## config.mk

```make
export PLATFORM = sky130hd
export DESIGN_NAME = iq_fetch_tracker
export DESIGN_NICKNAME = d
export VERILOG_FILES = /design/src/rtl/iqf_pkg.sv /design/src/rtl/iqf_doorbell.sv /design/src/rtl/iqf_inflight.sv /design/src/rtl/iqf_line_ptr.sv /design/src/rtl/iq_fetch_tracker.sv
export SDC_FILE = /design/constraint.sdc
export NUM_CORES = 1
export LEC_CHECK = 0
export ABC_AREA = 1
export BUFFER_PORTS_ARGS = -buffer_cell sky130_fd_sc_hd__clkbuf_2
export CORE_UTILIZATION = 50
export CTS_BUF_LIST = sky130_fd_sc_hd__clkbuf_4
export CTS_CLUSTER_DIAMETER = 120
export DETAILED_ROUTE_END_ITERATION = 10
export PLACE_DENSITY = 0.85
export SLEW_MARGIN = 20
export SYNTH_ARGS = -nofsm -noshare
export SYNTH_HDL_FRONTEND = slang
export SYNTH_SLANG_ARGS = --single-unit
```

## constraint.sdc

```tcl
create_clock -name clk -period 3.2 [get_ports clk]
set_clock_uncertainty 0.15 [all_clocks]
set_input_delay 0.32 -clock clk [delete_from_list [all_inputs] [get_ports clk]]
set_output_delay 0.32 -clock clk [all_outputs]
set_load 0.05 [all_outputs]
```

## src/rtl/iqf_pkg.sv

```systemverilog
package iqf_pkg;
    parameter int CNT_W      = 20;   // pending-word counter width
    parameter int INST_WORDS = 8;    // words consumed per instruction
    parameter int INFL_W     = 8;    // in-flight counter width
    parameter int ADDR_W     = 49;   // byte address width
    parameter int LINE_LSB   = 6;    // log2 of instruction size in bytes

    localparam int PTR_W    = ADDR_W - LINE_LSB;
    localparam int INFL_MAX = (1 << INFL_W) - 1;

    typedef logic [CNT_W-1:0]  cnt_t;
    typedef logic [INFL_W-1:0] infl_t;
    typedef logic [PTR_W-1:0]  ptr_t;

    typedef struct packed {
        cnt_t count;
        logic ovf;
    } db_state_t;

    typedef struct packed {
        logic ena;
        logic cfg_err;
    } ctl_state_t;
endpackage

```

## src/rtl/iqf_doorbell.sv

```systemverilog
module iqf_doorbell
    import iqf_pkg::*;
(
    input  logic clk,
    input  logic rst_n,
    input  logic add_en,
    input  cnt_t add_val,
    input  logic consume,
    input  logic ovf_clr,
    output cnt_t count,
    output logic ovf,
    output logic has_inst
);
    localparam int WW = CNT_W + 1;

    db_state_t st_d, st_q;
    logic [WW-1:0] wide;

    always_comb begin
        st_d = st_q;
        wide = {1'b0, st_q.count}
             + (add_en  ? {1'b0, add_val}    : WW'(0))
             - (consume ? WW'(INST_WORDS)    : WW'(0));
        st_d.count = wide[CNT_W-1:0];
        if (wide[CNT_W])
            st_d.ovf = 1'b1;
        else if (ovf_clr)
            st_d.ovf = 1'b0;
    end

    always_ff @(posedge clk) begin
        if (!rst_n)
            st_q <= '0;
        else
            st_q <= st_d;
    end

    assign count    = st_q.count;
    assign ovf      = st_q.ovf;
    assign has_inst = (st_q.count >= cnt_t'(INST_WORDS));
endmodule

```

## src/rtl/iqf_inflight.sv

```systemverilog
module iqf_inflight
    import iqf_pkg::*;
(
    input  logic  clk,
    input  logic  rst_n,
    input  logic  inc,
    input  logic  dec,
    output infl_t count,
    output logic  full,
    output logic  zero
);
    infl_t cnt_d, cnt_q;
    logic  dec_ok;

    always_comb begin
        dec_ok = dec && (cnt_q != '0);
        cnt_d  = cnt_q;
        if (inc && !dec_ok)
            cnt_d = cnt_q + infl_t'(1);
        else if (!inc && dec_ok)
            cnt_d = cnt_q - infl_t'(1);
    end

    always_ff @(posedge clk) begin
        if (!rst_n)
            cnt_q <= '0;
        else
            cnt_q <= cnt_d;
    end

    assign count = cnt_q;
    assign full  = (cnt_q == infl_t'(INFL_MAX));
    assign zero  = (cnt_q == '0);
endmodule

```

## src/rtl/iqf_line_ptr.sv

```systemverilog
module iqf_line_ptr
    import iqf_pkg::*;
(
    input  logic clk,
    input  logic rst_n,
    input  logic load,
    input  ptr_t load_val,
    input  logic advance,
    output ptr_t ptr
);
    ptr_t ptr_d, ptr_q;

    always_comb begin
        ptr_d = ptr_q;
        if (load)
            ptr_d = load_val;
        else if (advance)
            ptr_d = ptr_q + ptr_t'(1);
    end

    always_ff @(posedge clk) begin
        if (!rst_n)
            ptr_q <= '0;
        else
            ptr_q <= ptr_d;
    end

    assign ptr = ptr_q;
endmodule

```

## src/rtl/iq_fetch_tracker.sv

```systemverilog
module iq_fetch_tracker
    import iqf_pkg::*;
(
    input  logic                clk,
    input  logic                rst_n,
    input  logic                db_add_en,
    input  logic [CNT_W-1:0]    db_add_val,
    input  logic                db_ovf_clr,
    input  logic                q_ena_wr,
    input  logic                q_ena_val,
    input  logic                base_wr,
    input  logic [PTR_W-1:0]    base_line,
    input  logic                cfg_err_clr,
    input  logic                fetch_gnt,
    input  logic                inst_done,
    output logic [CNT_W-1:0]    db_count,
    output logic                db_ovf,
    output logic                q_ena,
    output logic [ADDR_W-1:0]   next_addr,
    output logic                cfg_err,
    output logic                fetch_req,
    output logic [ADDR_W-1:0]   fetch_addr,
    output logic [INFL_W-1:0]   inflight,
    output logic                quiescent
);
    ctl_state_t ctl_d, ctl_q;
    logic has_inst, infl_full, infl_zero;
    logic busy, base_ok, issue;
    ptr_t line_ptr;

    // Issue decision: enabled, a whole instruction pending, window not full
    assign fetch_req = ctl_q.ena && has_inst && !infl_full;
    assign issue     = fetch_req && fetch_gnt;
    assign busy      = ctl_q.ena || !infl_zero;
    assign base_ok   = base_wr && !busy;

    always_comb begin
        ctl_d = ctl_q;
        if (q_ena_wr)
            ctl_d.ena = q_ena_val;
        if (base_wr && busy)
            ctl_d.cfg_err = 1'b1;
        else if (cfg_err_clr)
            ctl_d.cfg_err = 1'b0;
    end

    always_ff @(posedge clk) begin
        if (!rst_n)
            ctl_q <= '0;
        else
            ctl_q <= ctl_d;
    end

    iqf_doorbell u_db (
        .clk      (clk),
        .rst_n    (rst_n),
        .add_en   (db_add_en),
        .add_val  (db_add_val),
        .consume  (issue),
        .ovf_clr  (db_ovf_clr),
        .count    (db_count),
        .ovf      (db_ovf),
        .has_inst (has_inst)
    );

    iqf_inflight u_infl (
        .clk   (clk),
        .rst_n (rst_n),
        .inc   (issue),
        .dec   (inst_done),
        .count (inflight),
        .full  (infl_full),
        .zero  (infl_zero)
    );

    iqf_line_ptr u_ptr (
        .clk      (clk),
        .rst_n    (rst_n),
        .load     (base_ok),
        .load_val (base_line),
        .advance  (issue),
        .ptr      (line_ptr)
    );

    assign next_addr  = {line_ptr, {LINE_LSB{1'b0}}};
    assign fetch_addr = next_addr;
    assign q_ena      = ctl_q.ena;
    assign cfg_err    = ctl_q.cfg_err;
    assign quiescent  = !ctl_q.ena && infl_zero;
endmodule

```

==> metrics.txt <==
measured slew at the worst slew-check pin 0.729 ns; Post-Syn Area per Cell 6.03 µm²; via count of the first global-routing pass 6800; drt drc 0; Multi-input gate area approximately 4300 µm²; Post-Synth XOR/XNOR Area 0.0192; clk_lat worst skew approximately 0.47 ns; Max clock buf depth 2; Initial Util 0.514; fraction of final layout cells sized beyond drive strength 1 0.201; Num CTS Buffers 9; status complete, no violations; logic depth of the worst path, buffers included 16; sequential share of the synthesized area 0.217; Post-Synth Adder-Cell Area 0.0900; Final nets 1407; Reg2Reg Depth 16; initial antenna violation count 1; Worst VDD drop 0.000413 V; WHS Path Cells 5; Final period util 0.930; setup violators final 0; register area around 1500 µm²; leak pwr 4.09 nW; clock transition at the registers of the reported paths between 0.1 and 0.15 ns; Die H around 120 µm; largest net degree at the start of global routing 45; 1st-pass router iterations 5; Layout Area Growth over Synthesis 15.5%; Data required, critical path 3.46 ns; Core Footprint 13300 µm²; gr usage total 0.279; fill count 1330; CP max stage cell fa_1; worst hold path class in2reg; fin. max-slew vios 0; Overflow after GRT 0; hold slack 0.0145 ns; slowest stage delay, CP 0.50 ns; DR vias/cell roughly 5.2; Netlist cell types 39; TritonCTS clock tree built; critical path launch point u_db.count[17]; Critical Setup Path Class reg2reg; worst path bufs/invs 3; f_max 336 MHz; post-CTS setup buffers 0; met1 GRT Util 0.367; post-synthesis mux area share 0; setup TNS 0 ns; vias 7565; largest family of logic cells by synthesized area simple AND/OR/NAND/NOR gates; slew margin rel. 0.514; GR Util met2 0.469; Ys Warns 0; IO Count roughly 200; Seq cells post-synth 74; crit path time final 2.98 ns; simple-gate area share of the yosys netlist 0.389; GPL Wtd Cong 0.957; r2r startpoint u_db.count[17]; WL final 19700 µm; CTS Sinks 74; DIE AREA 14100 µm²; crit-path max FO 6; crit-path most repeated cell inv_1; first-pass GRT wire length roughly 32000 µm; PD cells 928 nW/µm²; Fin. Hold Viols 0; Crit. End Element flip-flop; Top delay family on crit path adder cells; Root Buffer clkbuf_4; Compound-Gate Fraction of Synth Area 0.120; M3 GR Usage 0.0345; Post-DP HPWL 15000 µm; WP data arrival 3.23 ns; H-tree Lvls 3; antenna-violating nets left 0; drt first-iter violations 465; busiest grt layer met2; Port Buf Inserts 191; Post-Syn Area 6840 µm²; Startpoint Class flip-flop; row cnt 42; hold path start base_line[18]; MaxCap Viol Count 0; post-DR wirelength/cell 13.5 µm; Post-Syn Instances 1134; critical path cell sequence inv_1 > nand2_1 > nor2_2 > nand3_2 > nand3_2 > inv_1 > fa_1 > inv_1 > ha_2 > a21oi_2 > nand2_2 > nand2_1 > nand2_2 > a21oi_1 > o21ai_0 > a21oi_1; Die X roughly 120 µm
[layout by cell type, fill, tap and decap left out, types with 3 or more instances in the layout]
cell type      synthesis  final
inv_1                142    142
buf_4                 56      6
nand3_1               71     70
nand4_1               18     18
nor2_2                 8     10
xor2_1                 9      9
nand2_2                6      9
nand3b_1              10     10
dlygate4sd3_1          0     16
o21ai_0               60     60
clkbuf_2               0    191
xnor2_1                6      6
o21ai_1                8      8
nor2_4                 6      6
conb_1                 1     12
nor2_1               169    167
inv_2                  3      3
a21o_1                 5      5
ha_1                  46     45
a21oi_1               72     69
nand2_1              297    294
and2_1                 3      3
clkbuf_4               0      9
dfxtp_1               74     73
a21oi_2                0      3
bufinv_16              0      3
nor3_1                 4      4
or2_2                  6      6
o21bai_1               8      8
or2_1                  6      6
[synthesized netlist by cell type (all sizes together)]
cell type	count	area, µm²
nand3	73	383
and2	3	18.8
or2	12	75.1
o211ai	1	7.51
nor2	184	772
xnor2	6	52.6
dfxtp	74	1480
xor2	9	78.8
o21ai	68	340
nand3b	10	75.1
a21oi	72	360
nand4	18	113
nor3	5	36.3
inv	145	544
clkbuf	9	33.8
ha	46	576
clkinv	1	5.00
o21bai	8	60.1
conb	1	3.75
fa	2	40.0
nand2	305	1170
buf	74	541
o21a	2	15.0
a21o	5	37.5
nor4	1	12.5
[where the power goes]
part | internal (mW) | switching [mW] | leakage, nW | total, mW
combinational | 1.44 | 3.57 | 3.39 | 5.01
sequential | 1.20 | 0.359 | 0.609 | 1.56
clock | 0.387 | 0.373 | 0.0894 | 0.760
[flip-flops by register name, summed over array words and instances, names as in the netlist]
signal	cells
cfg_err	1
q_ena	1
u_db.count	20
u_db.ovf	1
u_infl.count	8
u_ptr.ptr	43
[worst min-delay path: cells and delay by family]
family	cells	cell delay [ns]
buffers and inverters	1	0.08
and+or+nand+nor	4	0.22
[cells by family after synthesis]
logic type,count (synthesis)
and+or+nand+nor,611
buffers and inverters,229
AOI/OAI and AO/OA,156
DFF,74
adders and majority gates,48
xor gates and xnor gates,15
other,1
[layer usage]
| metal | routed length, µm | vias to the layer above |
|---|---|---|
| met3 | 1070 | 31 |
| met2 | 9160 | 268 |
| li1 | - | 3829 |
| met1 | 9090 | 3437 |
| met4 | 410 | 0 |
| met5 | 0 | - |
[through the flow]
stage	total power [mW]	std cells	setup slack, ns	util	area [µm²]
detailed placement	6.45	1435	0.0635	0.566	7520
CTS	7.24	1466	0.0250	0.591	7860
global route	7.93	1467	-0.0202	0.594	7890
global placement	6.39	1435	0.175	0.566	7520
finish	7.32	1467	0.224	0.594	7890
floorplan	5.52	1145	0.0984	-	6880
[layout make-up]
cell class,count,area share
multi-input combinational,842,0.545
sequential,74,0.188
timing repair buffer,213,0.147
inverter,146,0.0696
tap,176,0.0279
clock inverter,6,0.0135
clock buffer,9,0.00856
antenna,1,0.000317
[path summary, 6_finish.rpt]
| path | slack (ns) | to |
|---|---|---|
| setup / recovery | 0.22 | u_db.count[10] |
| hold / removal | 0.01 | u_ptr.ptr[18] |
| setup reg to reg | 0.22 | u_db.count[10] |
| hold reg to reg | 0.33 | cfg_err |
[repair_timing]
action | in CTS | in global routing
setup endpoints to repair | 0 | 13
endpoints found under the hold margin | 15 | 0
hold buffers | 16 | 0
gates resized for setup | 0 | 11
Power figures use the tool's default switching activity.
